<file path="src/rtl/wr_poison_trigger.sv">
module wr_poison_trigger #(
  parameter int CFG_W   = 32,
  parameter int ROW_W   = 18,
  parameter int COL_W   = 10,
  parameter int BANK_W  = 2,
  parameter int BG_W    = 2,
  parameter int RANK_W  = 2,
  parameter int LRANK_W = 3,
  parameter int SUB_W   = 1
) (
  input  logic               clk,
  input  logic               rst_n,
  input  logic               cfg_we,
  input  logic [3:0]         cfg_addr,
  input  logic [CFG_W-1:0]   cfg_wdata,
  input  logic               wr_valid,
  input  logic               wr_ready,
  input  logic               wr_is_write,
  input  logic [ROW_W-1:0]   wr_row,
  input  logic [COL_W-1:0]   wr_col,
  input  logic [BANK_W-1:0]  wr_bank,
  input  logic [BG_W-1:0]    wr_bg,
  input  logic [RANK_W-1:0]  wr_rank,
  input  logic [LRANK_W-1:0] wr_lrank,
  input  logic [SUB_W-1:0]   wr_sub,
  output logic               poison,
  output logic               oneshot_done
);

  localparam logic [3:0] CTL_ADDR = 4'd15;

  logic [ROW_W-1:0]   msk_row,   cmp_row;
  logic [COL_W-1:0]   msk_col,   cmp_col;
  logic [BANK_W-1:0]  msk_bank,  cmp_bank;
  logic [BG_W-1:0]    msk_bg,    cmp_bg;
  logic [RANK_W-1:0]  msk_rank,  cmp_rank;
  logic [LRANK_W-1:0] msk_lrank, cmp_lrank;
  logic [SUB_W-1:0]   msk_sub,   cmp_sub;
  logic en_q, persist_q, armed_q, done_q;

  logic ctl_wr, addr_hit, take, fire;
  logic unused_cfg;

  assign unused_cfg = ^cfg_wdata;
  assign ctl_wr = cfg_we && (cfg_addr == CTL_ADDR);

  always_ff @(posedge clk) begin
    if (!rst_n) begin
      msk_row <= '0; msk_col <= '0; msk_bank <= '0; msk_bg <= '0;
      msk_rank <= '0; msk_lrank <= '0; msk_sub <= '0;
      cmp_row <= '0; cmp_col <= '0; cmp_bank <= '0; cmp_bg <= '0;
      cmp_rank <= '0; cmp_lrank <= '0; cmp_sub <= '0;
      en_q <= 1'b0;
      persist_q <= 1'b0;
    end else if (cfg_we) begin
      case (cfg_addr)
        4'd0:  msk_row   <= cfg_wdata[ROW_W-1:0];
        4'd1:  msk_col   <= cfg_wdata[COL_W-1:0];
        4'd2:  msk_bank  <= cfg_wdata[BANK_W-1:0];
        4'd3:  msk_bg    <= cfg_wdata[BG_W-1:0];
        4'd4:  msk_rank  <= cfg_wdata[RANK_W-1:0];
        4'd5:  msk_lrank <= cfg_wdata[LRANK_W-1:0];
        4'd6:  msk_sub   <= cfg_wdata[SUB_W-1:0];
        4'd8:  cmp_row   <= cfg_wdata[ROW_W-1:0];
        4'd9:  cmp_col   <= cfg_wdata[COL_W-1:0];
        4'd10: cmp_bank  <= cfg_wdata[BANK_W-1:0];
        4'd11: cmp_bg    <= cfg_wdata[BG_W-1:0];
        4'd12: cmp_rank  <= cfg_wdata[RANK_W-1:0];
        4'd13: cmp_lrank <= cfg_wdata[LRANK_W-1:0];
        4'd14: cmp_sub   <= cfg_wdata[SUB_W-1:0];
        4'd15: begin
          en_q      <= cfg_wdata[0];
          persist_q <= cfg_wdata[1];
        end
        default: ;
      endcase
    end
  end

  assign addr_hit =
      (((wr_row   ^ cmp_row)   & ~msk_row)   == '0) &&
      (((wr_col   ^ cmp_col)   & ~msk_col)   == '0) &&
      (((wr_bank  ^ cmp_bank)  & ~msk_bank)  == '0) &&
      (((wr_bg    ^ cmp_bg)    & ~msk_bg)    == '0) &&
      (((wr_rank  ^ cmp_rank)  & ~msk_rank)  == '0) &&
      (((wr_lrank ^ cmp_lrank) & ~msk_lrank) == '0) &&
      (((wr_sub   ^ cmp_sub)   & ~msk_sub)   == '0);

  assign take   = wr_valid && wr_ready && wr_is_write;
  assign fire   = take && en_q && addr_hit && (persist_q || armed_q);
  assign poison = fire;
  assign oneshot_done = done_q;

  always_ff @(posedge clk) begin
    if (!rst_n) begin
      armed_q <= 1'b0;
      done_q  <= 1'b0;
    end else if (ctl_wr) begin
      armed_q <= 1'b1;
      done_q  <= 1'b0;
    end else if (fire && !persist_q) begin
      armed_q <= 1'b0;
      done_q  <= 1'b1;
    end
  end

  a_r9_handshake: assert property (@(posedge clk) disable iff (!rst_n)
    poison |-> (wr_valid && wr_ready));
  a_r10_write_only: assert property (@(posedge clk) disable iff (!rst_n)
    poison |-> wr_is_write);
  a_r6_single_hit: assert property (@(posedge clk) disable iff (!rst_n)
    (poison && !persist_q && !ctl_wr) |=> !poison);
  a_r8_done_follows: assert property (@(posedge clk) disable iff (!rst_n)
    (poison && !persist_q && !ctl_wr) |=> oneshot_done);
  a_r8_done_cause: assert property (@(posedge clk) disable iff (!rst_n)
    $rose(oneshot_done) |-> $past(poison));
  a_r7_done_clear: assert property (@(posedge clk) disable iff (!rst_n)
    ctl_wr |=> !oneshot_done);

endmodule

</file>
<file path="config.mk">
export PLATFORM = sky130hd
export DESIGN_NAME = wr_poison_trigger
export DESIGN_NICKNAME = d
export VERILOG_FILES = /design/src/rtl/wr_poison_trigger.sv
export SDC_FILE = /design/constraint.sdc
export NUM_CORES = 1
export LEC_CHECK = 0
export BUFFER_PORTS_ARGS = -buffer_cell sky130_fd_sc_hd__buf_4
export CAP_MARGIN = 20
export CORE_MARGIN = 2
export CORE_UTILIZATION = 58
export DETAILED_ROUTE_END_ITERATION = 8
export PLACE_DENSITY_LB_ADDON = 0.15
export SYNTH_ARGS = -nofsm -noshare
export SYNTH_HDL_FRONTEND = slang
export SYNTH_SLANG_ARGS = --single-unit
</file>
<file path="constraint.sdc">
create_clock -name clk -period 3.45 [get_ports clk]
set_input_delay 0.5175 -clock clk [delete_from_list [all_inputs] [get_ports clk]]
set_output_delay 0.5175 -clock clk [all_outputs]
set_load 0.02 [all_outputs]
</file>
==> results of run 1 <==
==> Yosys cell counts, drive strengths merged (9+ instances only) <==
cell type | count | share of area
nor4 | 12 | 0.020
xnor2 | 38 | 0.088
nor2b | 31 | 0.051
buf | 9 | 0.016
a21boi | 47 | 0.093
nor2 | 22 | 0.024
nand2 | 86 | 0.085
clkbuf | 13 | 0.013
o22ai | 27 | 0.044
dfxtp | 80 | 0.42
o21ai | 13 | 0.017
mux2i | 31 | 0.082
==> kinds of logic after synthesis <==
group           Yosys count  synth area share
flops                    80            0.4213
simple gates            171            0.2215
buf+inv                  22           0.02864
compound gates           89            0.1593
mux                      31           0.08163
xor+xnor                 38           0.08756
==> report_power, final <==
| group | leakage (nW) | internal, mW | switching [mW] |
|---|---|---|---|
| sequential | 0.646 | 0.934 | 0.00830 |
| combinational | 0.869 | 0.105 | 0.101 |
| clock | 0.108 | 0.423 | 0.341 |
| total | 1.62 | 1.46 | 0.450 |
==> worst paths after layout <==
path                                     to  slack (ps)  depth (start not counted)          start
worst max-delay path                 poison        1000                          6     cmp_row[3]
worst min-delay path            cmp_row[16]         410                          3  cfg_wdata[16]
worst max register to register      armed_q        1790                          5    cmp_row[17]
worst min register to register  msk_row[12]         460                          2    msk_row[12]
==> metrics by stage <==
stage	utilization	hold slack, ps
global route	0.7103	405.6
CTS	0.7103	406.6
detailed placement	0.6759	445.4
finish	0.7103	413.9
global placement	0.6759	441.6
floorplan	-	435.1
==> registers in the layout, indices dropped and copies added (netlist names), 2 cells and up <==
| name | flops |
|---|---|
| cmp_col | 10 |
| cmp_bg | 2 |
| msk_bank | 2 |
| msk_rank | 2 |
| cmp_rank | 2 |
| cmp_lrank | 3 |
| cmp_bank | 2 |
| msk_col | 10 |
| msk_bg | 2 |
| msk_lrank | 3 |
| cmp_row | 18 |
| msk_row | 18 |
==> area by class of cell <==
cell class,instances,share of cell area
Tap cell,77,0.02136
Timing Repair Buffer,67,0.1115
Clock inverter,5,0.01803
Sequential cell,80,0.3551
Multi-Input combinational cell,329,0.4635
Clock buffer,10,0.03051
==> critical path, cell delays in order, from the launching register on <==
cell and delay (ps):
dfxtp_1 320, xnor2_1 280, o22ai_1 140, nor4_1 350, nand4_1 160, nor2_1 170, buf_4 160
==> metal layers <==
layer | GRT usage | vias to the layer above | wire [um]
li1 | - | 1597 | -
met1 | 0.3774 | 1547 | 4195
met2 | 0.4134 | 127 | 4389
met5 | 0 | - | 0
met3 | 0.05837 | 19 | 642
met4 | 0.1169 | 0 | 219
==> summary.txt, run 1 <==
Clocking
  – CTS tree: yes
  – Clock Sinks: 80
  – Clock latency on the worst-skew pair: 350 ps
  – Clk buf depth: 2
  – Root buffer cell: clkbuf_8
  – H-tree lvl count: 3
  – Post-cts resize count: 0
  – Postcts setup bufs: 0
  – TritonCTS buffer count: 9
  – Post-CTS Hold Buffers: 0
  – Worst-path clk slew: 80 ps

Timing
  – Max Freq: 0.4080 GHz
  – Final setup viols: 0
  – Final max-slew violation count: 0
  – Clock skew: 5.059 ps
  – Least-Margin Pin Slew: slightly above 800 ps
  – Final setup margin: 999.2 ps
  – Clock period minus worst slack: 2451 ps
  – RSZ-0062 raised after global routing: no
  – Setup_tns: 0 ps
  – Final hold vios: 0
  – Final Cycle Share: 0.7104
  – Max-Slew Margin vs Limit: 0.4445

Flow run
  – # Max-Cap Violations: 0

Route
  – DRT Wirelength: 9.447 mm
  – Vias post-DR: approximately 3300
  – Router iterations before antenna repair: 4
  – DRC Markers: 0
  – Routed WL per cell: approximately 17 um
  – Via density: 5.792
  – DR iter-0 viols: 241
  – DRT antenna net count: 0

Synthesis
  – Proportion of synthesized chip area in sequential cells: 0.4213
  – #FFs+latches synth: 80
  – Synth warnings: 0
  – Top_reg_cell synth: dfxtp_1
  – Asr flop ratio synth: 0
  – EDFF count, synth: 0
  – Cells after Synth: ~430
  – Syn_area_per_cell: 8.819 sq um
  – Syn Nets: 511
  – Mapped Area: approximately 3800 sq um
  – Synth cell types: 31

Placement
  – Final Wtd Congestion: 0.8770
  – Placed Area: about 4300 sq um
  – Inst Count DP: 553
  – Port-buffer cells: 67
  – Pre-CTS setup slack: between 1000 and 1500 ps
  – Dpl hpwl: around 6.6 mm

Layout
  – Ant. Diodes: 0
  – Final Cell Area: 4511 sq um
  – Most frequent cells in the layout: 86 x nand2_1, 80 x dfxtp_1, 67 x buf_4
  – Layout cells sized above 1: 0.1772
  – Final cell count without fillers: approximately 570
  – Area of the multi-input gates: 2091 sq um
  – Filler cells: 509
  – Commonest non-fill, non-tap cell in the layout: nand2_1
  – Layout Nets: 567
  – Register Area: 1602 sq um
  – Area growth syn-to-layout: 18.66%

Global route
  – Gr ovfl total: 0
  – First-pass GRT wire length: 15.44 mm
  – Global Route Usage Sum: 0.2729
  – Vias in the first global route: 3172
  – Initial antenna violation count: 0
  – Largest net degree at the start of global routing: 82

Die
  – Area of the core: 6350 sq um
  – Die W: between 80 and 90 um
  – Ports: 82
  – DIE HEIGHT: 84.96 um
  – Starting Density: 0.5986
  – Die ar.: around 7200 sq um
  – # rows: 29

Power and ir drop
  – PwrDens: 423.9 nW/um^2
  – P_leak: about 1.6 nW
  – Worst vdd ir: 330.4 uV
  – Final Power: 1.912 mW

Worst setup path
  – Worst endpoint required time: roughly 2900 ps
  – CP Capture Type: output pin
  – CP arrival: 1930 ps
  – Critical path type: register to output pin
  – CP Max Fanout: 2
  – CP Launch Type: register

Run status
  – Status: complete, no violations

Worst hold path
  – Worst min path class: input port to register
Power figures use the tool's default switching activity.
==> run 2, diff against run 1 <==
--- a/config.mk
+++ b/config.mk
@@ -8,7 +8,7 @@
 export BUFFER_PORTS_ARGS = -buffer_cell sky130_fd_sc_hd__buf_4
 export CAP_MARGIN = 20
 export CORE_MARGIN = 2
-export CORE_UTILIZATION = 58
+export CORE_UTILIZATION = 54
 export DETAILED_ROUTE_END_ITERATION = 8
 export PLACE_DENSITY_LB_ADDON = 0.15
 export SYNTH_ARGS = -nofsm -noshare
==> constraint.sdc (replaced) <==
create_clock -name clk -period 2.4 [get_ports clk]
set_input_delay 0.36 -clock clk [delete_from_list [all_inputs] [get_ports clk]]
set_output_delay 0.36 -clock clk [all_outputs]
set_load 0.02 [all_outputs]
==> summary.txt, run 2 (synthesis results as in run 1) <==
Route
  – DR iter-0 viols: about 180
  – Vias post-DR: between 3000 and 4000
  – Routed WL per cell: 15.81 um
  – DRC Markers: 0
  – Router iterations before antenna repair: 5
  – DRT Wirelength: 9.373 mm
  – Via density: 5.469
  – DRT antenna net count: 0

Die
  – DIE HEIGHT: 87.90 um
  – Ports: 82
  – Starting Density: 0.5595
  – Area of the core: 6794 sq um
  – # rows: 30
  – Die ar.: 7726 sq um
  – Die W: 87.90 um

Power and ir drop
  – PwrDens: 554.9 nW/um^2
  – Switching share of total power: 0.2562
  – Worst vdd ir: about 340 uV
  – Combinational fraction of design power: 0.119
  – Clock share of power: 0.342
  – Switching Power: 0.6442 mW
  – Internal power: 1.870 mW
  – P_leak: 1.623 nW
  – Sequential share of power: 0.539

Layout
  – Commonest non-fill, non-tap cell in the layout: nand2_1
  – Area growth syn-to-layout: 19.22%
  – Most frequent cells in the layout: 86 x nand2_1, 80 x dfxtp_1, 72 x buf_4
  – Filler cells: between 500 and 600
  – Layout Nets: around 570
  – Layout cells sized above 1: 0.1871
  – Final Util: 0.6670
  – Final cell count without fillers: 593
  – Ant. Diodes: 0
  – Regs by FF count: cmp_row: 18 flops, msk_row: 18 flops

Global route
  – Global Route Usage Sum: 0.2561
  – First-pass GRT wire length: about 15 mm
  – Largest net degree at the start of global routing: 62
  – Initial antenna violation count: 0
  – Vias in the first global route: 2976
  – Gr ovfl total: 0

Flow run
  – # Max-Cap Violations: 0

Timing
  – Final setup margin: 122.2 ps
  – Max Freq: about 0.44 GHz
  – Clock skew: approximately 7.8 ps
  – Setup_tns: 0 ps
  – Max-Slew Margin vs Limit: 0.4609
  – Least-Margin Pin Slew: 808.6 ps
  – Clock period minus worst slack: 2278 ps
  – Final setup viols: 0
  – Hold Slack: between 200 and 300 ps
  – Final Cycle Share: 0.9491
  – RSZ-0062 raised after global routing: no
  – Final max-slew violation count: 0
  – Final hold vios: 0

Placement
  – Inst Count DP: 577
  – Final Wtd Congestion: a little under 0.9
  – Dpl hpwl: 6.643 mm
  – Port-buffer cells: 67
  – Pre-CTS setup slack: 339.3 ps

Clocking
  – Clock latency on the worst-skew pair: about 360 ps
  – CTS tree: yes
  – H-tree lvl count: 3
  – Clock Sinks: 80
  – Clk buf depth: 2
  – Postcts setup bufs: 0
  – Root buffer cell: clkbuf_8
  – Worst-path clk slew: 80 ps
  – TritonCTS buffer count: 9

Worst setup path
  – CP Capture Type: output pin
  – CP Launch Type: register
  – CP arrival: roughly 1900 ps
  – CP Max Fanout: 2
  – Worst endpoint required time: around 2000 ps
  – Critical path type: register to output pin

Worst hold path
  – Worst min path class: input port to register

Run status
  – Status: complete, no violations
[run 2: power groups by stage]
stage | logic, mW | registers [mW] | clock network [mW]
CTS | 0.297 | 1.35 | 0.872
global placement | 0.293 | 1.39 | 0
detailed placement | 0.296 | 1.39 | 0
floorplan | 0.155 | 1.38 | 0
finish | 0.300 | 1.35 | 0.860
global route | 0.322 | 1.36 | 0.937
[run 2: area by class of cell]
class	count	area (sq um)	area share
flip-flops and latches	80	1602	0.3534
multi-input cells	329	2105	0.4644
repair buffers	72	540.5	0.1193
clock inverters	5	33.78	0.007454
clock buffers	11	131.4	0.02899
well taps	96	120.1	0.02650
[run 2: per-layer routing]
metal | up-vias | GRT usage | share of wire
met1 | 1497 | 0.3572 | 0.47
met4 | 0 | 0.08671 | 0.020
met3 | 19 | 0.04995 | 0.063
li1 | 1606 | - | -
met2 | 121 | 0.3988 | 0.44
met5 | - | 0 | 0
[run 2: critical path, cell delays in order (launching register included)]
cell and delay, ps:
dfxtp_1 320, xnor2_1 290, o22ai_1 140, nor4_1 360
nand4_1 160, nor2_1 150, buf_4 150
[run 2: what timing repair did]
action	4_1_cts	5_1_grt
hold buffers	0	0
endpoints found under the setup margin	0	1
resized for setup	0	2
[run 2: final timing paths]
kind	from	to	slack, ps	cells after the start
setup reg to reg	cmp_row[0]	armed_q	770	5
hold reg to reg	cmp_row[11]	cmp_row[11]	470	2
setup / recovery	cmp_row[0]	poison	120	6
hold / removal	cfg_wdata[11]	cmp_row[11]	250	3
[run 2: stage by stage]
stage               instance area [sq um]  total power, mW
detailed placement                   4353            1.682
CTS                                  4518            2.524
global placement                     4353            1.678
finish                               4532            2.515
global route                         4532            2.616
floorplan                            3801            1.538
==> run 3, diff against run 2 <==
--- a/config.mk
+++ b/config.mk
@@ -7,8 +7,11 @@
 export LEC_CHECK = 0
 export BUFFER_PORTS_ARGS = -buffer_cell sky130_fd_sc_hd__buf_4
 export CAP_MARGIN = 20
+export CELL_PAD_IN_SITES_DETAIL_PLACEMENT = 2
+export CELL_PAD_IN_SITES_GLOBAL_PLACEMENT = 2
+export CORE_ASPECT_RATIO = 1.25
 export CORE_MARGIN = 2
-export CORE_UTILIZATION = 54
+export CORE_UTILIZATION = 32
 export DETAILED_ROUTE_END_ITERATION = 8
 export PLACE_DENSITY_LB_ADDON = 0.15
 export SYNTH_ARGS = -nofsm -noshare
==> constraint.sdc (replaced) <==
create_clock -name clk -period 2.4 [get_ports clk]
set_input_delay 0 -clock clk [delete_from_list [all_inputs] [get_ports clk]]
set_output_delay 0 -clock clk [all_outputs]
set_load 0.02 [all_outputs]
==> summary.txt, run 3 (synthesis results as in run 1) <==
Worst setup path
  – RR Startpoint: cmp_row[13]
  – CP arrival: 1990 ps
  – Crit-path slowest cell: dfxtp_1
  – Worst endpoint required time: 2400 ps
  – Buffers & Inverters on Critical Path: 1
  – CP Capture Type: output pin
  – CP Launch Type: register
  – Worst path max stage delay: about 330 ps
  – Worst Setup SP: cmp_col[8]
  – Top delay family on crit path: simple AND/OR/NAND/NOR gates
  – Critical path type: register to output pin
  – CP Max Fanout: 2
  – Crit-path cells: xnor2_1 -> o22ai_1 -> nor4_1 -> nand4_1 -> nor2_1 -> buf_4

Route
  – Routed WL per cell: 18.53 um
  – DR iter-0 viols: 71
  – DRC Markers: 0
  – Router iterations before antenna repair: 4
  – Vias post-DR: 3393
  – DRT Wirelength: about 12 mm
  – DRT antenna net count: 0
  – Via density: 5.042

Timing
  – RSZ-0062 raised after global routing: no
  – Final hold vios: 0
  – Clock skew: 4.998 ps
  – Least-Margin Pin Slew: slightly below 900 ps
  – Clock period minus worst slack: 1993 ps
  – Setup_tns: 0 ps
  – Max Freq: 0.5019 GHz
  – Max-Slew Margin vs Limit: 0.4061
  – Final Cycle Share: 0.8303
  – Final setup viols: 0
  – Final setup margin: 407.4 ps
  – Final max-slew violation count: 0

Power and ir drop
  – Worst vdd ir: roughly 340 uV
  – P_leak: approximately 1.8 nW
  – PwrDens: 626.3 nW/um^2

Run status
  – Status: complete, no violations

Die
  – Starting Density: 0.3272
  – DIE HEIGHT: 125.9 um
  – Die ar.: ~13000 sq um
  – Area of the core: 11620 sq um
  – # rows: 44
  – Die W: 101.5 um
  – Ports: 82

Layout
  – Final cell count without fillers: 673
  – Regs by FF count: cmp_row: 18 flops, msk_row: 18 flops
  – Area growth syn-to-layout: 28.44%
  – Ant. Diodes: 0
  – Commonest non-fill, non-tap cell in the layout: nand2_1
  – Layout cells sized above 1: 0.1777
  – Most frequent cells in the layout: 86 x nand2_1, 80 x dfxtp_1, 72 x buf_4
  – Layout Nets: roughly 590

Global route
  – Largest net degree at the start of global routing: 52
  – First-pass GRT wire length: 20.06 mm
  – Initial antenna violation count: 0
  – Global Route Usage Sum: 0.2067
  – Gr ovfl total: 0
  – Vias in the first global route: 3773

Placement
  – Final Wtd Congestion: 0.8088
  – Dpl hpwl: 8.928 mm
  – Inst Count DP: 642
  – Port-buffer cells: 67
  – Pre-CTS setup slack: between 600 and 700 ps

Worst hold path
  – Hold_sp: cfg_wdata[1]
  – Worst min path class: input port to register

Flow run
  – # Max-Cap Violations: 0

Clocking
  – Worst-path clk slew: around 60 ps
  – H-tree lvl count: 3
  – TritonCTS buffer count: 9
  – CTS tree: yes
  – Clk buf depth: 2
  – Clock latency on the worst-skew pair: 340 ps
  – Root buffer cell: clkbuf_16
  – Clock Sinks: 80
-- run 3: cell count changes in the layout (fill, tap and decap cells not counted), moves of 2 or more --
cell | before | now
clkbuf_16 | 0 | 9
clkinvlp_4 | 2 | 0
clkbuf_8 | 9 | 1
dlygate4sd3_1 | 0 | 16
-- run 3: report_power, final --
group / switching, mW / internal (mW)
clock: 0.544 / 0.823
combinational: 0.163 / 0.170
sequential: 0.0124 / 1.35
total: 0.720 / 2.34
-- run 3: worst paths after layout --
path | end | slack [ps] | depth (start not counted)
setup / recovery | poison | 410 | 6
hold / removal | cmp_lrank[1] | 10 | 3
setup reg to reg | armed_q | 640 | 5
hold reg to reg | msk_row[16] | 460 | 2
-- run 3: worst min-delay path: cells and delay by family --
family	cells	cell delay, ps
compound gates	1	60
buf+inv	1	170
simple gates	1	70
-- run 3: per-layer routing --
| metal | up-vias | track usage | part of all wire |
|---|---|---|---|
| li1 | 1640 | - | - |
| met1 | 1690 | 0.2385 | 0.42 |
| met2 | 48 | 0.3876 | 0.55 |
| met3 | 15 | 0.03052 | 0.021 |
| met4 | 0 | 0.05723 | 0.015 |
| met5 | - | 0 | 0 |
-- run 3: cell type report --
cell class                 count  area, sq um
fill                        1329         6734
multi-input combinational    329         2091
sequential                    80         1602
timing repair buffer          88        700.7
clock buffer                  11        242.7
tap                          161        201.4
clock inverter                 4        45.04
-- run 3: repair_timing --
item | in CTS | in global routing
buffers inserted | 0 | 0
endpoints found under the hold margin | 43 | 0
hold buffers | 16 | 0
gates resized for setup | 0 | 0
endpoints found under the setup margin | 0 | 0
-- run 3: per-stage QoR --
step / util / area [sq um] / hold WS, ps / power (mW)
after floorplan: - / 3801 / 134.8 / 1.538
final: 0.4203 / 4882 / 13.51 / 3.058
after CTS: 0.4203 / 4882 / 6.666 / 3.094
after global routing: 0.4203 / 4882 / 29.54 / 3.163
after detailed placement: 0.3817 / 4434 / 271.2 / 1.702
after global placement: 0.3817 / 4434 / 258.9 / 1.694
